--- src/rtl/route_pkg.sv ---
package route_pkg;
  localparam int NUM_OUT = 3;
  localparam int OUT_SPK = 0;
  localparam int OUT_HPL = 1;
  localparam int OUT_HPR = 2;

  typedef enum logic [2:0] {
    SRC_NONE  = 3'd0,
    SRC_VOICE = 3'd1,
    SRC_LEFT  = 3'd2,
    SRC_RIGHT = 3'd3,
    SRC_LR    = 3'd4,
    SRC_VL    = 3'd5
  } src_e;
endpackage

--- src/rtl/route_rst_sync.sv ---
module route_rst_sync (
  input  logic clk,
  input  logic rst_n,
  output logic rst_sync_n
);
  logic [1:0] sync_q;

  always_ff @(posedge clk or negedge rst_n) begin
    if (!rst_n) begin
      sync_q <= 2'b00;
    end else begin
      sync_q <= {sync_q[0], 1'b1};
    end
  end

  assign rst_sync_n = sync_q[1];
endmodule

--- src/rtl/route_mode_decode.sv ---
module route_mode_decode
  import route_pkg::*;
#(
  parameter int MODE_W = 4
) (
  input  logic [MODE_W-1:0] mode_i,
  output src_e              src_o [NUM_OUT]
);
  always_comb begin
    src_o[OUT_SPK] = SRC_NONE;
    src_o[OUT_HPL] = SRC_NONE;
    src_o[OUT_HPR] = SRC_NONE;
    case (mode_i)
      MODE_W'(2): src_o[OUT_SPK] = SRC_VOICE;
      MODE_W'(3): begin
        src_o[OUT_HPL] = SRC_VOICE;
        src_o[OUT_HPR] = SRC_VOICE;
      end
      MODE_W'(4): begin
        src_o[OUT_SPK] = SRC_VOICE;
        src_o[OUT_HPL] = SRC_VOICE;
        src_o[OUT_HPR] = SRC_VOICE;
      end
      MODE_W'(5): src_o[OUT_SPK] = SRC_LR;
      MODE_W'(6): begin
        src_o[OUT_HPL] = SRC_LEFT;
        src_o[OUT_HPR] = SRC_RIGHT;
      end
      MODE_W'(7): begin
        src_o[OUT_SPK] = SRC_LR;
        src_o[OUT_HPL] = SRC_LEFT;
        src_o[OUT_HPR] = SRC_RIGHT;
      end
      MODE_W'(8): begin
        src_o[OUT_SPK] = SRC_LEFT;
        src_o[OUT_HPL] = SRC_VOICE;
        src_o[OUT_HPR] = SRC_VOICE;
      end
      MODE_W'(9): begin
        src_o[OUT_SPK] = SRC_VL;
        src_o[OUT_HPL] = SRC_VOICE;
        src_o[OUT_HPR] = SRC_VOICE;
      end
      MODE_W'(10): begin
        src_o[OUT_SPK] = SRC_VOICE;
        src_o[OUT_HPL] = SRC_LEFT;
        src_o[OUT_HPR] = SRC_LEFT;
      end
      default: ;
    endcase
  end
endmodule

--- src/rtl/route_sat_add.sv ---
module route_sat_add #(
  parameter int SAMPLE_W = 16
) (
  input  logic signed [SAMPLE_W-1:0] a_i,
  input  logic signed [SAMPLE_W-1:0] b_i,
  output logic signed [SAMPLE_W-1:0] sum_o
);
  localparam logic signed [SAMPLE_W-1:0] MAX_V = {1'b0, {(SAMPLE_W-1){1'b1}}};
  localparam logic signed [SAMPLE_W-1:0] MIN_V = {1'b1, {(SAMPLE_W-1){1'b0}}};

  logic [SAMPLE_W:0] wide;

  always_comb begin
    wide = {a_i[SAMPLE_W-1], a_i} + {b_i[SAMPLE_W-1], b_i};
    if (wide[SAMPLE_W] != wide[SAMPLE_W-1]) begin
      sum_o = wide[SAMPLE_W] ? MIN_V : MAX_V;
    end else begin
      sum_o = wide[SAMPLE_W-1:0];
    end
  end
endmodule

--- src/rtl/route_channel.sv ---
module route_channel
  import route_pkg::*;
#(
  parameter int SAMPLE_W = 16
) (
  input  logic                       clk,
  input  logic                       rst_n,
  input  logic                       strobe_i,
  input  src_e                       src_i,
  input  logic signed [SAMPLE_W-1:0] voice_i,
  input  logic signed [SAMPLE_W-1:0] left_i,
  input  logic signed [SAMPLE_W-1:0] right_i,
  input  logic signed [SAMPLE_W-1:0] lr_sum_i,
  input  logic signed [SAMPLE_W-1:0] vl_sum_i,
  output logic signed [SAMPLE_W-1:0] sample_o,
  output logic                       valid_o,
  output logic                       en_o
);
  logic signed [SAMPLE_W-1:0] pick;
  logic signed [SAMPLE_W-1:0] sample_d, sample_q;
  logic                       en_d, en_q;
  logic                       valid_d, valid_q;
  logic                       has_src;

  always_comb begin
    case (src_i)
      SRC_VOICE: pick = voice_i;
      SRC_LEFT:  pick = left_i;
      SRC_RIGHT: pick = right_i;
      SRC_LR:    pick = lr_sum_i;
      SRC_VL:    pick = vl_sum_i;
      default:   pick = '0;
    endcase
    has_src  = (src_i != SRC_NONE);
    sample_d = sample_q;
    en_d     = en_q;
    valid_d  = 1'b0;
    if (strobe_i) begin
      sample_d = pick;
      en_d     = has_src;
      valid_d  = has_src;
    end
  end

  always_ff @(posedge clk or negedge rst_n) begin
    if (!rst_n) begin
      sample_q <= '0;
      en_q     <= 1'b0;
      valid_q  <= 1'b0;
    end else begin
      sample_q <= sample_d;
      en_q     <= en_d;
      valid_q  <= valid_d;
    end
  end

  assign sample_o = sample_q;
  assign valid_o  = valid_q;
  assign en_o     = en_q;
endmodule

--- src/rtl/audio_route_mixer.sv ---
module audio_route_mixer
  import route_pkg::*;
#(
  parameter int SAMPLE_W = 16,
  parameter int MODE_W   = 4
) (
  input  logic                       clk,
  input  logic                       rst_n,
  input  logic [MODE_W-1:0]          mode_i,
  input  logic                       strobe_i,
  input  logic signed [SAMPLE_W-1:0] voice_i,
  input  logic signed [SAMPLE_W-1:0] left_i,
  input  logic signed [SAMPLE_W-1:0] right_i,
  output logic signed [SAMPLE_W-1:0] spk_o,
  output logic                       spk_valid_o,
  output logic                       spk_en_o,
  output logic signed [SAMPLE_W-1:0] hpl_o,
  output logic                       hpl_valid_o,
  output logic                       hpl_en_o,
  output logic signed [SAMPLE_W-1:0] hpr_o,
  output logic                       hpr_valid_o,
  output logic                       hpr_en_o
);
  logic                       rst_sync_n;
  src_e                       route [NUM_OUT];
  logic signed [SAMPLE_W-1:0] lr_sum, vl_sum;
  logic signed [SAMPLE_W-1:0] smp   [NUM_OUT];
  logic                       vld   [NUM_OUT];
  logic                       ena   [NUM_OUT];

  route_rst_sync u_rst (
    .clk       (clk),
    .rst_n     (rst_n),
    .rst_sync_n(rst_sync_n)
  );

  route_mode_decode #(.MODE_W(MODE_W)) u_dec (
    .mode_i(mode_i),
    .src_o (route)
  );

  route_sat_add #(.SAMPLE_W(SAMPLE_W)) u_add_lr (
    .a_i  (left_i),
    .b_i  (right_i),
    .sum_o(lr_sum)
  );

  route_sat_add #(.SAMPLE_W(SAMPLE_W)) u_add_vl (
    .a_i  (voice_i),
    .b_i  (left_i),
    .sum_o(vl_sum)
  );

  for (genvar g = 0; g < NUM_OUT; g++) begin : g_out
    route_channel #(.SAMPLE_W(SAMPLE_W)) u_ch (
      .clk     (clk),
      .rst_n   (rst_sync_n),
      .strobe_i(strobe_i),
      .src_i   (route[g]),
      .voice_i (voice_i),
      .left_i  (left_i),
      .right_i (right_i),
      .lr_sum_i(lr_sum),
      .vl_sum_i(vl_sum),
      .sample_o(smp[g]),
      .valid_o (vld[g]),
      .en_o    (ena[g])
    );
  end

  assign spk_o       = smp[OUT_SPK];
  assign spk_valid_o = vld[OUT_SPK];
  assign spk_en_o    = ena[OUT_SPK];
  assign hpl_o       = smp[OUT_HPL];
  assign hpl_valid_o = vld[OUT_HPL];
  assign hpl_en_o    = ena[OUT_HPL];
  assign hpr_o       = smp[OUT_HPR];
  assign hpr_valid_o = vld[OUT_HPR];
  assign hpr_en_o    = ena[OUT_HPR];
endmodule

--- config.mk ---
export PLATFORM = sky130hd
export DESIGN_NAME = audio_route_mixer
export DESIGN_NICKNAME = d
export VERILOG_FILES = /design/src/rtl/route_pkg.sv /design/src/rtl/route_rst_sync.sv /design/src/rtl/route_mode_decode.sv /design/src/rtl/route_sat_add.sv /design/src/rtl/route_channel.sv /design/src/rtl/audio_route_mixer.sv
export SDC_FILE = /design/constraint.sdc
export NUM_CORES = 1
export LEC_CHECK = 0
export BUFFER_PORTS_ARGS = -buffer_cell sky130_fd_sc_hd__buf_2
export CAP_MARGIN = 20
export CORE_ASPECT_RATIO = 1.1
export CORE_UTILIZATION = 45
export DETAILED_ROUTE_END_ITERATION = 8
export MAX_ROUTING_LAYER = met4
export PLACE_DENSITY = 0.69
export SYNTH_ARGS = -nofsm -noshare
export SYNTH_HDL_FRONTEND = slang
export SYNTH_SLANG_ARGS = --single-unit
--- constraint.sdc ---
create_clock -name clk -period 4 [get_ports clk]
set_clock_uncertainty 0.2 [all_clocks]
set_input_delay 1.2 -clock clk [delete_from_list [all_inputs] [get_ports clk]]
set_output_delay 1.2 -clock clk [all_outputs]
set_load 0.01 [all_outputs]
* Yosys cells after proc, flatten, opt, wreduce, memory -nomap -nowiden
Cells that the tools add are included.
W data, S select, Z words.
** Word-level totals
- Flip-flop bits (word level) :: 56
- Input bits :: 55
- Output and inout port bits :: 54
** Operators by class
- $add $sub $neg :: 2
- Eq/ne operators :: 26
- Muxes and demuxes :: 12
- Reductions and logical operators :: 7
** Operator list (count)
- $pmux W16 S5 :: 3
- $mux W16 :: 4
- $add A16 B16 Y17 :: 2
- $eq A4 B3 Y1 const B :: 4
- $pmux W5 S3 :: 1
- $eq A3 B2 Y1 const B :: 4
- $eq A3 B3 Y1 const B :: 4
- $eq A4 B4 Y1 const B :: 3
- $pmux W3 S4 :: 1
- $reduce_bool A3 Y1 :: 3
- $eq A4 B2 Y1 const B :: 2
- $eq A2 B3 Y1 const B :: 2
- $eq A3 B1 Y1 const B :: 2
- $eq A2 B2 Y1 const B :: 2
- $reduce_or A2 Y1 :: 2
- $reduce_or A4 Y1 :: 1
- $mux W1 :: 3
- $reduce_or A3 Y1 :: 1
- $eq A2 B1 Y1 const B :: 1
- $ne A1 B1 Y1 :: 2

* Longest topological paths before layout
- Depth after elaboration :: 5
- Gate-level depth with buffers :: 11
- Mapped depth without buffers :: 10

* By module
From an unflattened synthesis, not the netlist that was laid out.
** Unflattened totals
- Cells, all modules :: 678
- Area, all modules :: 7040.5 um^2
** By module, submodules not included
- route_channel :: instances 3, cells an instance 118, area each 1511.4 um^2, sequential area each 450.4 um^2
- route_sat_add :: instances 2, cells an instance 150, area each 1139.8 um^2, sequential area each 0.0 um^2
- route_mode_decode :: instances 1, cells an instance 21, area each 172.7 um^2, sequential area each 0.0 um^2
- route_rst_sync :: instances 1, cells an instance 3, area each 53.8 um^2, sequential area each 50.0 um^2

* Worst setup path after synthesis
No wires, ideal clock.
- Kind :: input port to flip-flop
- From :: input port left_i[0]
- To :: register g_out[0].u_ch.sample_q[5]
- Setup time :: 0.126 ns
- Data arrival time :: 3.598 ns
- Data required time :: 3.674 ns
- Path slack :: 0.076 ns
- Stages on the path :: 10
- Path through :: ha_1 > fa_1 > a211oi_1 > o211ai_2 > nand4_1 > o211ai_2 > a2111oi_4 > a21oi_2 > a31o_1 > a221o_1
** Between the ends
- Cells in the longest elaborated chain, start to end :: 4
- Elaborated cells on any way between the ends :: 9
- Those cells by class :: add/sub (2); eq/ne (2); mux (5)
** RTL lines
- start, declared :: line audio_route_mixer.sv:12 : input logic signed [SAMPLE_W-1:0] left_i,
- $add A16 B16 Y17 :: line route_sat_add.sv:14 : wide = {a_i[SAMPLE_W-1], a_i} + {b_i[SAMPLE_W-1], b_i};
- $mux W16 or $ne A1 B1 Y1 (tied branches) :: line route_sat_add.sv:16, route_sat_add.sv:15
- $mux W16 :: line route_sat_add.sv:15 : if (wide[SAMPLE_W] != wide[SAMPLE_W-1]) begin
- $pmux W16 S5 (*) :: line route_channel.sv:26 : case (src_i)
- end signal, assigned :: line route_channel.sv:51 : sample_q <= sample_d;
- end, declared :: line route_channel.sv:20 : logic signed [SAMPLE_W-1:0] sample_d, sample_q;
Mark *: on every way between the ends. The rest lies on a longest branch, timed or not.
A chain may end at the register's enable or synchronous reset.

* Final worst setup path
- From :: input port left_i[0]
- To :: register g_out[0].u_ch.sample_q[6]
Same word-level chain as after synthesis.

==> flow_metrics.env <==
export IMPL_outcome="completed"
export IMPL_hold_slack_ps=170.1
export IMPL_fill_cells=868
export IMPL_fmax_mhz=258.6
export IMPL_setup_viol=0
export IMPL_holdCritStartpoint="u_rst.sync_q[0]"
export IMPL_dieWidth_um=96.11
export IMPL_core_sq_um=9398
export IMPL_ant_nets=0
export IMPL_r2r_start="g_out[0].u_ch.sample_o[10]"
export IMPL_switching_power_uw=634.2
export IMPL_slew_headroom=0.3119
export IMPL_drv_slew=0
export IMPL_synth_area_per_cell_sq_um=8.768
export IMPL_clk_path_buf_depth=2
export IMPL_min_path_cells=0
export IMPL_antenna_found_initial=0
export IMPL_hp_class="flip-flop to flip-flop"
export IMPL_switching_share=0.3741
export IMPL_grt_pass1_vias=4589
export IMPL_crit_path_max_fanout=7
export IMPL_p_seq_frac=0.386
export IMPL_ys_warn_count=0
export IMPL_drt_initial_drc_count=324
export IMPL_grt_overflow_total=0
export IMPL_wl_mm=14.35
export IMPL_drc=0
export IMPL_post_layout_nonfiller_instances=764
export IMPL_dieArea_sq_um=10140
export IMPL_p_leak_nw=2.631
export IMPL_via_count=4712
export IMPL_antennaDiodeCount=0
export IMPL_initial_core_util=0.4665
export IMPL_ctsHtreeMaxLevel=2
export IMPL_port_buffers=108
export IMPL_p_per_area_nw_per_um2=306.3
export IMPL_synth_edf_count=0
export IMPL_hold_end="u_rst.sync_q[1]"
export IMPL_fin_crit_ps=3866
export IMPL_hold_viol_final=0
export IMPL_netlist_instances=500
export IMPL_synthFlopType="dfrtp_1"
export IMPL_p_int_mw=1.061
export IMPL_cp_end_kind="flip-flop"
export IMPL_wire_per_inst_um=18.79
export IMPL_grt_pass1_wl_mm=22.48
export IMPL_synth_net_count=589
export IMPL_fin_ws_ps=133.8
export IMPL_place_hpwl_mm=11.33
export IMPL_synthTopCellsByArea="dfrtp_1 32%, ha_1 9.1%, nor2_1 7.7%, a21oi_1 5.9%, a221oi_1 4.2%"
export IMPL_worst_pin_slew_ps=1028
export IMPL_placed_area_sq_um=5406
export IMPL_yosysTopAreaCell="dfrtp_1"
export IMPL_die_y_um=105.5
export IMPL_clk_pin_slew_ps=110
export IMPL_ys_async_sr_fraction=1.000
export IMPL_p_comb_frac=0.423
export IMPL_layout_commonest_cell="buf_2"
export IMPL_ios=109
export IMPL_crit_arrival_ps=3890
export IMPL_hold_buffers=0
export IMPL_setup_worst_path_start_class="input pin"
export IMPL_drtPass1Iterations=6
export IMPL_grt_setup_unrepaired="false"
export IMPL_netlist_area_leader_share=0.3196
export IMPL_track_usage=0.2965
export IMPL_worst_ep_required_time_ps=4030
export IMPL_cts_tree="yes"
export IMPL_gp_congestion=1.015
export IMPL_drive_gt1_frac=0.2968
export IMPL_power_frac_clock=0.191
export IMPL_ys_ff_latch=56
export IMPL_cts_inserted_buffers=5
export IMPL_max_cap_violations=0
export IMPL_yosysUniqueCellTypes=65
export IMPL_post_drt_via_cell_ratio=6.168
export IMPL_grt_max_degree=55
export IMPL_fp_row_count=37
export IMPL_finalNetCount=735
export IMPL_final_cell_mix="108 x buf_2, 90 x nor2_1, 57 x buf_4"
export IMPL_ir_drop_mv=0.1748
export IMPL_r2r_slack_ps=2720
export IMPL_synth_area_sq_um=4384
export IMPL_synth_seq_area_share=0.3196
export IMPL_cts_sinks=56
export IMPL_finish_instance_area_sq_um=5534
export IMPL_dp_cells=755
export IMPL_r2r_end="g_out[0].u_ch.sample_o[10]"
export IMPL_fin_total_pwr_mw=1.695
export IMPL_cts_root_buffer_cell="clkbuf_8"
export IMPL_path_class="input pin to flip-flop"
export IMPL_clk_latency_ps=300
export IMPL_min_period_over_period=0.9666
export IMPL_r2r_cells=3
export IMPL_areaGrowthSynthToFinish_pct=26.23
export IMPL_place_ws_ps=-206.7
## worst max path at each step
stage / from / endpoint / slack (ps)
final: left_i[0] / g_out[0].u_ch.sample_o[6] / 130
after global routing: left_i[0] / g_out[0].u_ch.sample_o[13] / 5
after CTS: left_i[0] / g_out[0].u_ch.sample_o[6] / 120
after detailed placement: left_i[0] / g_out[0].u_ch.sample_o[6] / -210
after global placement: left_i[0] / g_out[0].u_ch.sample_o[4] / -130
after floorplan: left_i[0] / g_out[0].u_ch.sample_o[5] / 80
## synthesized netlist by cell type, drive strengths merged, types with 10 or more instances
master / instances
dfrtp: 56
o211ai: 12
a222oi: 18
xor2: 10
o21ai: 20
a21o: 10
nor2: 90
ha: 32
xnor2: 17
nand2: 21
a21oi: 54
clkbuf: 23
a221oi: 22
## sequential cells by signal, indices dropped and copies added, names as in the netlist
signal,count
g_out.u_ch.valid_o,3
g_out.u_ch.sample_o,48
g_out.u_ch.en_o,3
u_rst.sync_q,2
## power by group through the flow
stage	Combinational (mW)	Sequential [mW]	Clock, mW
floorplan	0.390	0.694	0
global placement	0.684	0.663	0
detailed placement	0.699	0.664	0
CTS	0.703	0.654	0.330
global route	0.788	0.660	0.353
finish	0.717	0.654	0.324
## area by class of cell
cell class / count / area, sq um / area share
Clock buffer: 5 / 68.82 / 0.01243
Clock inverter: 3 / 22.52 / 0.004070
Inverter: 9 / 33.78 / 0.006104
Multi-Input combinational cell: 409 / 2892 / 0.5225
Sequential cell: 56 / 1403 / 0.2534
Tap cell: 117 / 146.4 / 0.02645
Timing Repair Buffer: 165 / 968.4 / 0.1750
## cell families after synthesis
| kind of cell | share of synthesized area |
|---|---|
| compound gates | 0.3245 |
| xor+xnor | 0.05394 |
| fa+ha+maj | 0.1050 |
| buf+inv | 0.03282 |
| flops | 0.3196 |
| mux | 0.007135 |
| other cells | 0.0008553 |
| simple gates | 0.1561 |
## worst max-delay path: stages
cell,delay (ps)
buf_2,120
ha_1,240
fa_1,400
a211oi_1,220
buf_4,150
o211ai_2,110
nand4_1,140
o211ai_2,190
a31oi_4,320
xnor2_1,300
buf_4,250
nor2_1,60
o221ai_1,190
## timing repair
item | CTS | global route
endpoints found under the setup margin | 0 | 12
gates resized for setup | 0 | 4
buffers inserted | 0 | 1
## routing by layer
layer | track usage | vias to the layer above | wire (um)
met5 | - | - | 0
met4 | 0.1887 | 0 | 970
met3 | 0.03391 | 56 | 894
met2 | 0.4595 | 226 | 6627
met1 | 0.3617 | 2224 | 5860
li1 | - | 2206 | -
## metrics by stage
| step | TNS [ps] | utilization |
|---|---|---|
| 5_1_grt | 0 | 0.5889 |
| 6_report | 0 | 0.5889 |
| 2_1_floorplan | 0 | - |
| 3_5_place_dp | -2572 | 0.5753 |
| 3_3_place_gp | -1519 | 0.5753 |
| 4_1_cts | 0 | 0.5850 |
(Power assumes the default switching activity.)
